<file path="config.mk">
export PLATFORM = sky130hd
export DESIGN_NAME = link_frame_asm
export DESIGN_NICKNAME = d
export VERILOG_FILES = /design/src/rtl/link_frame_pkg.sv /design/src/rtl/lf_frame_builder.sv /design/src/rtl/lf_scrambler.sv /design/src/rtl/lf_out_stage.sv /design/src/rtl/link_frame_asm.sv
export SDC_FILE = /design/constraint.sdc
export NUM_CORES = 1
export LEC_CHECK = 0
export ABC_AREA = 0
export BUFFER_PORTS_ARGS = -buffer_cell sky130_fd_sc_hd__buf_2
export CORE_UTILIZATION = 57
export CTS_CLUSTER_SIZE = 16
export DETAILED_ROUTE_END_ITERATION = 7
export GPL_TIMING_DRIVEN = 1
export PLACE_DENSITY = 0.84
export SYNTH_ARGS = -nofsm -noshare
export SYNTH_HDL_FRONTEND = slang
export SYNTH_SLANG_ARGS = --single-unit
export TNS_END_PERCENT = 20
</file>
<file path="constraint.sdc">
create_clock -name clk -period 0.8 [get_ports clk]
set_input_delay 0.16 -clock clk [delete_from_list [all_inputs] [get_ports clk]]
set_output_delay 0.16 -clock clk [all_outputs]
set_load 0.02 [all_outputs]
</file>
<file path="src/rtl/link_frame_pkg.sv">
package link_frame_pkg;
  localparam int unsigned WIDE_W    = 32;
  localparam int unsigned NARROW_W  = 24;
  localparam int unsigned CTRL_BITS = 2;
  localparam int unsigned PAY_W     = WIDE_W - CTRL_BITS;
  localparam int unsigned LFSR_W    = 16;
  localparam logic [LFSR_W-1:0] LFSR_SEED = 16'hFFFF;
  localparam logic [LFSR_W-1:0] LFSR_TAPS = 16'h001C;

  typedef struct packed {
    logic              wide;
    logic [WIDE_W-1:0] word;
  } frame_t;
endpackage

</file>
<file path="src/rtl/lf_frame_builder.sv">
module lf_frame_builder
  import link_frame_pkg::*;
#(
  parameter int unsigned W_WIDE   = WIDE_W,
  parameter int unsigned W_NARROW = NARROW_W,
  localparam int unsigned PW      = W_WIDE - 2,
  localparam int unsigned NPW     = W_NARROW - 2
) (
  input  logic [PW-1:0]     payload,
  input  logic              wide_mode,
  input  logic              cc_pending,
  input  logic              cc_data,
  output logic [W_WIDE-1:0] frame
);
  logic cc_sel;
  logic par_wide, par_narrow;

  assign cc_sel = cc_pending ? cc_data : 1'b1;

  always_comb begin
    par_wide   = ^{cc_sel, payload};
    par_narrow = ^{cc_sel, payload[NPW-1:0]};
    frame      = '0;
    if (wide_mode) begin
      frame[PW-1:0]   = payload;
      frame[W_WIDE-2] = cc_sel;
      frame[W_WIDE-1] = par_wide;
    end else begin
      frame[NPW-1:0]    = payload[NPW-1:0];
      frame[W_NARROW-2] = cc_sel;
      frame[W_NARROW-1] = par_narrow;
    end
  end
endmodule

</file>
<file path="src/rtl/lf_scrambler.sv">
module lf_scrambler
  import link_frame_pkg::*;
#(
  parameter int unsigned W_WIDE        = WIDE_W,
  parameter int unsigned W_NARROW      = NARROW_W,
  parameter int unsigned SW            = LFSR_W,
  parameter logic [SW-1:0] SEED        = LFSR_SEED,
  parameter logic [SW-1:0] TAPS        = LFSR_TAPS
) (
  input  logic              clk,
  input  logic              rst_n,
  input  logic              reseed,
  input  logic              advance,
  input  logic              wide_mode,
  output logic [W_WIDE-1:0] keystream
);
  logic [SW-1:0] state_q, state_d, start_st;
  logic [SW-1:0] chain [W_WIDE+1];

  assign start_st = reseed ? SEED : state_q;
  assign chain[0] = start_st;

  genvar gi;
  generate
    for (gi = 0; gi < W_WIDE; gi++) begin : g_step
      assign keystream[gi] = chain[gi][SW-1];
      assign chain[gi+1]   = {chain[gi][SW-2:0],
                              chain[gi][SW-1] ^ (^(chain[gi] & TAPS))};
    end
  endgenerate

  always_comb begin
    state_d = start_st;
    if (advance) state_d = wide_mode ? chain[W_WIDE] : chain[W_NARROW];
  end

  always_ff @(posedge clk or negedge rst_n) begin
    if (!rst_n) state_q <= SEED;
    else        state_q <= state_d;
  end


  idle_hold_chk: assert property (@(posedge clk) disable iff (!rst_n)
    (!reseed && !advance) |=> $stable(state_q));

  reseed_load_chk: assert property (@(posedge clk) disable iff (!rst_n)
    (reseed && !advance) |=> (state_q == SEED));
endmodule

</file>
<file path="src/rtl/lf_out_stage.sv">
module lf_out_stage
  import link_frame_pkg::*;
(
  input  logic   clk,
  input  logic   rst_n,
  input  logic   in_valid,
  output logic   in_ready,
  input  frame_t in_frame,
  output logic   out_valid,
  input  logic   out_ready,
  output frame_t out_frame
);
  logic   valid_q, valid_d, load;
  frame_t frame_q;

  assign in_ready = !valid_q || out_ready;
  assign load     = in_valid && in_ready;

  always_comb begin
    valid_d = valid_q;
    if (load)           valid_d = 1'b1;
    else if (out_ready) valid_d = 1'b0;
  end

  always_ff @(posedge clk or negedge rst_n) begin
    if (!rst_n) valid_q <= 1'b0;
    else        valid_q <= valid_d;
  end

  always_ff @(posedge clk) begin
    if (load) frame_q <= in_frame;
  end

  assign out_valid = valid_q;
  assign out_frame = frame_q;


  stall_hold_chk: assert property (@(posedge clk) disable iff (!rst_n)
    (out_valid && !out_ready) |=> (out_valid && $stable(out_frame)));

  accept_show_chk: assert property (@(posedge clk) disable iff (!rst_n)
    load |=> out_valid);

  drain_clear_chk: assert property (@(posedge clk) disable iff (!rst_n)
    (out_valid && out_ready && !in_valid) |=> !out_valid);
endmodule

</file>
<file path="src/rtl/link_frame_asm.sv">
module link_frame_asm
  import link_frame_pkg::*;
(
  input  logic              clk,
  input  logic              rst_n,
  input  logic              link_start,
  input  logic              src_valid,
  output logic              src_ready,
  input  logic [PAY_W-1:0]  payload,
  input  logic              wide_mode,
  input  logic              cc_pending,
  input  logic              cc_data,
  output logic              enc_valid,
  input  logic              enc_ready,
  output logic [WIDE_W-1:0] enc_word,
  output logic              enc_wide
);
  logic [1:0]        rst_sync_q;
  logic              rst_int_n;
  logic [WIDE_W-1:0] frame, keystream, ks_mask;
  logic              accept;
  frame_t            stage_in, stage_out;

  always_ff @(posedge clk or negedge rst_n) begin
    if (!rst_n) rst_sync_q <= 2'b00;
    else        rst_sync_q <= {rst_sync_q[0], 1'b1};
  end
  assign rst_int_n = rst_sync_q[1];

  lf_frame_builder u_build (
    .payload    (payload),
    .wide_mode  (wide_mode),
    .cc_pending (cc_pending),
    .cc_data    (cc_data),
    .frame      (frame)
  );

  assign accept = src_valid && src_ready;

  lf_scrambler u_scr (
    .clk       (clk),
    .rst_n     (rst_int_n),
    .reseed    (link_start),
    .advance   (accept),
    .wide_mode (wide_mode),
    .keystream (keystream)
  );

  assign ks_mask       = wide_mode ? '1 : {{(WIDE_W-NARROW_W){1'b0}}, {NARROW_W{1'b1}}};
  assign stage_in.word = frame ^ (keystream & ks_mask);
  assign stage_in.wide = wide_mode;

  lf_out_stage u_out (
    .clk       (clk),
    .rst_n     (rst_int_n),
    .in_valid  (src_valid),
    .in_ready  (src_ready),
    .in_frame  (stage_in),
    .out_valid (enc_valid),
    .out_ready (enc_ready),
    .out_frame (stage_out)
  );

  assign enc_word = stage_out.word;
  assign enc_wide = stage_out.wide;


  narrow_upper_zero_chk: assert property (@(posedge clk) disable iff (!rst_int_n)
    (enc_valid && !enc_wide) |-> (enc_word[WIDE_W-1:NARROW_W] == '0));
endmodule

</file>
==> reports/qor.yml, run 1 <==
sta:
  worst-ep-kind: "register data pin"
  grt-worst-endpoint: "u_scr.state_q[2]$_DFF_PN1_/D"
synthesis:
  synth_area_mm2: 0.00402
  ys_top_cells_by_area: "edfxtp_1 (25%), xnor2_1 (24%), dfstp_2 (10%)"
  synth_cell_types: 37
  yosysWarnings: 0
  synth_top_area_frac: 0.246
  syn_inst: 364
  syn_area_per_cell_um2: 11.1
  syn_nets: 402
  ys_ff_latch: 52
  ys_seq_area_frac: 0.369
  yosys.area.top_type: "edfxtp_1"
run_status:
  stop_error: "[ERROR DPL-0038] Utilization greater than 100%, impossible to legalize"
  status: "did not finish"
  haltStage: "5_1_grt"
floorplan:
  die_w_um: 86.0
  ios: 73
  dieHeight_um: 86.0
  core.rowCount: 30
  start_util: 0.592
placed_design:
  dp_hpwl_um: 10100
  dp_slack_ps: -2780
  place_congestion: 0.999
  dp.cells: 656
  io_buffer_count: 72
clock_tree:
  cts_htree_levels: 2
  cts_buffers: 5
  cts.sinks: 52
  clockBufferDepth: 2
  ctsRootBufferMaster: "clkbuf_8"
global_routing:
  grt_max_degree: 27
synth_stat cells:
cell,instances
a211oi_1,3
a21oi_1,15
a221oi_1,1
a22oi_1,1
a32oi_1,1
and2_1,3
buf_1,2
buf_2,4
buf_4,1
clkbuf_1,12
clkinv_1,1
conb_1,1
dfrtp_1,3
dfstp_2,16
edfxtp_1,33
inv_1,3
mux2i_1,4
nand2_1,14
nand2b_1,2
nor2_1,57
nor2_2,1
nor2b_1,1
nor3_1,1
o21a_1,1
o21ai_0,4
o22ai_1,3
o2bb2ai_1,1
o311a_1,2
or2_0,1
xnor2_1,110
xnor2_2,6
xnor3_1,15
xnor3_2,3
xor2_1,32
xor2_2,2
xor3_1,3
xor3_2,1
metrics by stage:
step | instance area, um2 | hold WS [ps]
floorplan | 4210 | -136
global placement | 5700 | -53.9
detailed placement | 5700 | -50.0
CTS | 6170 | 87.7
cell families after synthesis:
| logic type | Yosys count | share of synthesized area |
|---|---|---|
| mux | 4 | 0.00995 |
| xor+xnor | 172 | 0.467 |
| compound gates | 32 | 0.0491 |
| simple gates | 80 | 0.0799 |
| buf+inv | 23 | 0.0236 |
| flops | 52 | 0.369 |
| other cells | 1 | 0.000932 |
what timing repair did:
item	CTS
endpoints found under the hold margin	2
setup buffers	5
endpoints found under the setup margin	116
hold buffers	1
pin swaps	16
resized for setup	75
==> inputs of run 2 (changes only) <==
Settings changed: CORE_UTILIZATION 57 to 40, CTS_CLUSTER_SIZE 16 to unset, PLACE_DENSITY 0.84 to unset, PLACE_DENSITY_LB_ADDON set to 0.15.
==> reports/qor.yml, run 2 <==
synthesis:
  synth_edf_count: 33  # unchanged
  synth_top_area_frac: 0.246  # unchanged
  synth_most_common_cell: "xnor2_1"  # unchanged
  synth_cell_types: 37  # unchanged
  synth_top_family_by_area: "XOR/XNOR gates"  # unchanged
  synthSimpleGateAreaFrac: 0.0799  # unchanged
  async_flop_share: 0.365  # unchanged
  synth_common_cells: "xnor2_1 (110), nor2_1 (57), edfxtp_1 (33)"  # unchanged
  synthMuxAreaShare: 0.00995  # unchanged
  syn_area_per_cell_um2: 11.1  # unchanged
  yosys.area.top_type: "edfxtp_1"  # unchanged
  synth_area_mm2: 0.00402  # unchanged
  ys_ff_latch: 52  # unchanged
  synthAdderAreaFrac: 0  # unchanged
  yosysWarnings: 0  # unchanged
  ys_top_cells_by_area: "edfxtp_1 (25%), xnor2_1 (24%), dfstp_2 (10%)"  # unchanged
  syn_nets: 402  # unchanged
  synth_xor_area_frac: 0.467  # unchanged
  synth-compound-area-share: 0.0491  # unchanged
  synthFlopType: "edfxtp_1"  # unchanged
  syn_inst: 364  # unchanged
  ys_seq_area_frac: 0.369  # unchanged
cells_and_area:
  final_common_cell: "buf_4"
  syn2layout_area_growth_pct: 69.0
  fin_nets: 644
  drive_above_1_share: 0.603
  most-common-layout-cells: "buf_4 (139), xnor2_1 (85), buf_2 (71)"
  multi_input_area_mm2: 0.00306
  layoutNonFillerInstCount: 740
  diodes: 0
  largest_reg_flops: 33
  final_util: 0.696
  seqCellArea_mm2: 0.00149
  fillers: 717
clock_tree:
  path_clk_slew_ps: 120
  cts_buffers: 5  # unchanged
  cts_tree: "built"
  cts.sinks: 52  # unchanged
  cts_htree_levels: 2  # unchanged
  clkLatencyLatePin_ps: 330
  clockBufferDepth: 2  # unchanged
  ctsRootBufferMaster: "clkbuf_8"  # unchanged
placed_design:
  dp.cells: 702  # was 656
  place_congestion: 0.914  # was 0.999
  dp_hpwl_um: 8960  # was 10100 um
  io_buffer_count: 72  # unchanged
critical_path:
  cp-end-kind: "flop"
  arrival_ps: 3780
  critPathKind: "flop to flop"
  critPathLaunch: "u_scr.state_q[3]"
  regToRegStartpoint: "u_scr.state_q[3]"
  worstSetupStartpointType: "flop"
  reg2regPathDepth: 12
  r2r_slack_ps: -2720
  cp.required_ps: 1050
  critPathMaxFanout: 3
  regToRegEndpoint: "u_scr.state_q[2]"
route:
  drt_pass1_iterations: 4
  drc: 0
  vias: 3451
  drt.antenna.violating_nets: 0
  drt_iter0_drc: 213
  routed_wl_um: 12100
  wl_per_cell_um: 16.4
  vias_per_cell: 4.66
sta:
  finalSetupViolCount: 116
  hold_violations: 0
  achievable-frequency_mhz: 284
  setup_ws_ps: -2720
  min_period_ps: 3520
  skew_ps: 22.1
  min_period_over_period: 4.40
  rsz0062_at_grt: "true"
  slew_viol_final: 0
run_status:
  violations: "negative setup slack"
  status: "finished, violations left"  # was did not finish
floorplan:
  core-area_mm2: 0.00977
  ios: 73  # unchanged
  die_w_um: 102  # was 86.0 um
  dieHeight_um: 102  # was 86.0 um
  dieArea_mm2: 0.0105
  core.rowCount: 36  # was 30
  start_util: 0.412  # was 0.592
min_path:
  hold_path_depth: 2
  worstHoldStart: "src_valid"
  whs_endpoint: "u_out.out_valid"
  hold_path_class: "primary input to flop"
flow_run:
  max-cap-violations: 0
global_routing:
  grt_max_degree: 25
  grt.total_usage: 0.239
  grt_pass1_wl_um: 17900
  grt_pass1_vias: 3374
  grt.overflow.total: 0
  antenna_found_initial: 0
## run 2: what timing repair did
item	in CTS	in global routing
buffers inserted	27	11
hold buffers	1	0
pin swaps	30	23
endpoints found under the hold margin	2	0
endpoints found under the setup margin	116	116
resized for setup	77	41
## run 2: routing by layer
layer,track usage,share of wire,vias to the layer above
met3,0.0287,0.048,20
met1,0.315,0.43,1660
met2,0.412,0.50,107
li1,-,-,1664
met5,0,0,-
met4,0.0692,0.020,0
## run 2: critical path: stages (launching register included)
cell and delay, ps:
dfstp_2 630, xor2_4 200, xnor3_2 400, xor3_2 450, buf_4 180, xnor2_4 190
xor2_2 180, xnor3_1 250, nor2_2 160, xnor3_2 320, xor3_1 240, nor2_1 60
o22ai_2 190
## run 2: how the worst max path moves through the flow
stage	to	slack (ps)	cells past startpoint
final	u_scr.state_q[2]	-2720	12
after global routing	u_scr.state_q[2]	-2850	11
after CTS	u_scr.state_q[2]	-2730	13
after detailed placement	u_scr.state_q[2]	-2790	12
after global placement	u_scr.state_q[2]	-2750	12
after floorplan	u_scr.state_q[3]	-2710	12
## run 2: area by class of cell
cell class / instances / area share
multi-input cells: 289 / 0.449
clock buffers: 5 / 0.0101
repair buffers: 254 / 0.291
well taps: 133 / 0.0245
flip-flops and latches: 52 / 0.219
clock inverters: 3 / 0.00405
inverters: 4 / 0.00221
## run 2: through the flow
step	TNS, ps	cell area (um2)	worst slack (ps)	hold slack (ps)
4_1_cts	-90880	6530	-2730	59.4
2_1_floorplan	-131200	4210	-2710	-136
3_5_place_dp	-87470	5870	-2790	-51.5
6_report	-91240	6800	-2720	59.0
5_1_grt	-96930	6800	-2850	53.3
3_3_place_gp	-83760	5870	-2750	-53.9
## run 2: kinds of logic after synthesis
kind of cell	Yosys count
compound gates	32
simple gates	80
mux	4
xor+xnor	172
buf+inv	23
other cells	1
flops	52
Power of run 2 is left out: the tool's default activity adds up to more than one toggle a clock period on the data nets, which glitch-free logic cannot reach.
==> inputs of run 3 (changes only) <==
Settings changed: ABC_AREA 0 to unset, CORE_ASPECT_RATIO set to 0.6.
==> reports/qor.yml, run 3 (same netlist as run 2, synthesis figures left out) <==
run_status:
  status: "finished, violations left"  # unchanged
  violations: "negative setup slack"  # unchanged
floorplan:
  core.rowCount: 27  # was 36
  ios: 73  # unchanged
  dieHeight_um: 79.7  # was 102 um
  start_util: 0.425  # was 0.412
  die_w_um: 131  # was 102 um
  dieArea_mm2: 0.0105  # about the same
  core-area_mm2: 0.00946  # was 0.00977 mm2
route:
  met2_length_um: 5690  # was 6080 um
  vias_per_cell: 4.84  # was 4.66
  drt_pass1_iterations: 4  # unchanged
  drt_iter0_drc: 219  # was 213
  routed_wl_um: 13100  # was 12100 um
  wl_met3_um: 1060  # was 581 um
  wl_met1_um: 6090  # was 5210 um
  wl_per_cell_um: 18.0  # was 16.4 um
  drc: 0  # unchanged
  vias: 3519  # was 3451
  drt.antenna.violating_nets: 0  # unchanged
  routed.top_layer: "met4"  # unchanged
placed_design:
  io_buffer_count: 72  # unchanged
  dp_slack_ps: -2750  # was -2790 ps
  place_congestion: 0.927  # was 0.914
  dp.cells: 696  # was 702
  dp_hpwl_um: 9470  # was 8960 um
sta:
  skew_ps: 7.96  # was 22.1 ps
  slew_headroom: 0.653
  setup_ws_ps: -2760  # was -2720 ps
  min_period_over_period: 4.45  # was 4.40
  min_period_ps: 3560  # was 3520 ps
  rsz0062_at_grt: "true"  # unchanged
  finalSetupViolCount: 116  # unchanged
  achievable-frequency_mhz: 281  # was 284 MHz
  slew_viol_final: 0  # unchanged
  worst_pin_slew_ps: 517
  hold_violations: 0  # unchanged
  finalSetupTns_ps: -88980  # was -91240 ps
global_routing:
  grt.overflow.total: 0  # unchanged
  grt_max_degree: 29  # was 25
  antenna_found_initial: 0  # unchanged
  grt_pass1_wl_um: 18800  # was 17900 um
  grt.total_usage: 0.246  # was 0.239
  grt_pass1_vias: 3355  # was 3374
cells_and_area:
  most-common-layout-cells: "buf_4 (129), xnor2_1 (83), buf_2 (71)"  # was buf_4 (139), xnor2_1 (85), buf_2 (71)
  diodes: 0  # unchanged
  final_common_cell: "buf_4"  # unchanged
  syn2layout_area_growth_pct: 69.0  # about the same
  fin_nets: 634  # was 644
  drive_above_1_share: 0.606  # was 0.603
  largest_reg_flops: 33  # unchanged
  fillers: 657  # was 717
  layoutNonFillerInstCount: 727  # was 740
critical_path:
  cp.required_ps: 1010  # was 1050 ps
  arrival_ps: 3770  # was 3780 ps
  regToRegEndpoint: "u_scr.state_q[3]"  # was u_scr.state_q[2]
  reg2regPathDepth: 13  # was 12
  crit_chain: "buf_4 > xor2_1 > buf_4 > xnor2_1 > xnor2_1 > xor2_1 > nor2_1 > buf_4 > xnor2_1 > xnor3_2 > xnor3_1 > and2_1 > o22ai_1"  # was xor2_4 > xnor3_2 > xor3_2 > buf_4 > xnor2_4 > xor2_2 > xnor3_1 > nor2_2 > xnor3_2 > xor3_1 > nor2_1 > o22ai_2
  critPathKind: "flop to flop"  # unchanged
  r2r_slack_ps: -2760  # was -2720 ps
  worst-path-buf-inv: 3  # was 1
  worstSetupStartpointType: "flop"  # unchanged
  critical_path.top_delay_family: "XOR/XNOR gates"  # unchanged
  cp-end-kind: "flop"  # unchanged
  regToRegStartpoint: "u_scr.state_q[0]"  # was u_scr.state_q[3]
  cpPeakStageDelay_ps: 590  # was 630 ps
  crit_path_top_delay_cell: "dfstp_2"  # unchanged
  critPathMaxFanout: 3  # unchanged
clock_tree:
  cts.sinks: 52  # unchanged
  clkLatencyLatePin_ps: 290  # was 330 ps
  cts_buffers: 5  # unchanged
  path_clk_slew_ps: 70  # was 120 ps
  cts_tree: "built"  # unchanged
  clockBufferDepth: 2  # unchanged
  cts_htree_levels: 2  # unchanged
  ctsRootBufferMaster: "clkbuf_16"  # was clkbuf_8
min_path:
  worstHoldStart: "src_valid"  # unchanged
  hold_path_depth: 2  # unchanged
  hold_path_class: "primary input to flop"  # unchanged
  whs_endpoint: "u_out.out_valid"  # unchanged
flow_run:
  max-cap-violations: 0  # unchanged
## run 3: changes by cell type in the layout (fill, tap and decap cells not counted), moves of 4 or more
cell,before,now
xnor2_2,20,24
clkbuf_16,0,5
buf_12,10,6
clkbuf_8,5,0
buf_4,139,129
## run 3: metrics by stage
step | utilization | hold slack (ps) | area, um2
4_1_cts | 0.688 | 81.1 | 6500
5_1_grt | 0.719 | 99.4 | 6800
3_3_place_gp | 0.613 | -55.4 | 5800
6_report | 0.719 | 85.4 | 6800
3_5_place_dp | 0.613 | -54.3 | 5800
2_1_floorplan | - | -136 | 4210
## run 3: worst register-to-register path, stage by stage (launching register included)
cell     delay (ps)
dfstp_2         590
buf_4           160
xor2_1          260
buf_4           200
xnor2_1          90
xnor2_1         260
xor2_1          310
nor2_1          120
buf_4           160
xnor2_1         310
xnor3_2         540
xnor3_1         210
and2_1          170
o22ai_1         120
## run 3: worst max path at each step
stage	start	end	slack [ps]	cells after the start
6_report	u_scr.state_q[0]	u_scr.state_q[3]	-2760	13
5_1_grt	u_scr.state_q[10]	u_scr.state_q[3]	-2860	12
4_1_cts	u_scr.state_q[14]	u_scr.state_q[3]	-2670	13
3_5_place_dp	u_scr.state_q[0]	u_scr.state_q[3]	-2750	13
3_3_place_gp	u_scr.state_q[2]	u_scr.state_q[3]	-2690	14
2_1_floorplan	u_scr.state_q[13]	u_scr.state_q[3]	-2710	12
## run 3: layer usage
metal	up-vias	track usage
met4	0	0.0407
li1	1644	-
met5	-	0
met1	1701	0.345
met3	24	0.0762
met2	150	0.377
## run 3: area by class of cell
cell class	instances	area, um2	share of cell area
Inverter	4	17.5	0.00258
Clock buffer	6	129	0.0190
Multi-Input combinational cell	289	3090	0.455
Tap cell	130	163	0.0239
Sequential cell	52	1490	0.219
Clock inverter	2	38.8	0.00570
Timing Repair Buffer	244	1870	0.276
## run 3: what timing repair did
| item | 4_1_cts | 5_1_grt |
|---|---|---|
| hold buffers | 1 | 0 |
| endpoints found under the hold margin | 2 | 0 |
| gates resized for setup | 82 | 50 |
| buffers inserted | 21 | 8 |
| endpoints found under the setup margin | 116 | 117 |
| cloned | 0 | 0 |
| pin swaps | 29 | 20 |
Power of run 3 is left out for the same reason.
==> inputs of run 4 (changes only) <==
Settings changed: CELL_PAD_IN_SITES_DETAIL_PLACEMENT set to 1, CELL_PAD_IN_SITES_GLOBAL_PLACEMENT set to 1.
==> reports/qor.yml, run 4 <==
global_routing:
  antenna_found_initial: 0
  grt_max_degree: 32
floorplan:
  core.rowCount: 27  # unchanged
  die_w_um: 131  # unchanged
  ios: 73  # unchanged
  dieHeight_um: 79.7  # unchanged
  start_util: 0.425  # unchanged
run_status:
  stop_error: "[ERROR DPL-0033] detailed placement checks failed during check placement."
  haltStage: "5_1_grt"
  status: "did not finish"  # was finished, violations left
synthesis:
  yosys.area.top_type: "edfxtp_1"  # unchanged
  yosysWarnings: 0  # unchanged
  ys_seq_area_frac: 0.369  # unchanged
  synth_cell_types: 37  # unchanged
  synthFlopType: "edfxtp_1"  # unchanged
  synth_top_area_frac: 0.246  # unchanged
  ys_top_cells_by_area: "edfxtp_1 (25%), xnor2_1 (24%), dfstp_2 (10%)"  # unchanged
  synth_common_cells: "xnor2_1 (110), nor2_1 (57), edfxtp_1 (33)"  # unchanged
  synth_most_common_cell: "xnor2_1"  # unchanged
  syn_inst: 364  # unchanged
  async_flop_share: 0.365  # unchanged
  synth_edf_count: 33  # unchanged
  synth_area_mm2: 0.00402  # unchanged
  ys_ff_latch: 52  # unchanged
  syn_area_per_cell_um2: 11.1  # unchanged
  syn_nets: 402  # unchanged
sta:
  grt-worst-endpoint: "u_scr.state_q[3]$_DFF_PN1_/D"
  worst-ep-kind: "register data pin"
clock_tree:
  ctsRootBufferMaster: "clkbuf_16"  # unchanged
  clockBufferDepth: 2  # unchanged
  cts_htree_levels: 2  # unchanged
  cts.sinks: 52  # unchanged
  cts_buffers: 5  # unchanged
placed_design:
  placed_area_mm2: 0.00583  # was 0.00580 mm2
  place_congestion: 0.933  # was 0.927
  io_buffer_count: 72  # unchanged
  dp_hpwl_um: 11900  # was 9470 um
==> run 4: logic make-up after synthesis <==
group           count (synthesis)  synth area share
simple gates                   80            0.0799
other cells                     1          0.000932
buf+inv                        23            0.0236
xor+xnor                      172             0.467
compound gates                 32            0.0491
mux                             4           0.00995
flops                          52             0.369
==> run 4: stage by stage <==
step | TNS, ps | setup slack (ps) | instances
floorplan | -131200 | -2710 | 364
global placement | -87040 | -2790 | 700
detailed placement | -96220 | -3030 | 700
CTS | -93440 | -2830 | 730
==> run 4: what timing repair did <==
item                                   in CTS
hold buffers                                1
pin swaps                                  30
cloned                                      0
gates resized for setup                   109
setup buffers                              23
endpoints found under the hold margin       2
setup endpoints to repair                 116
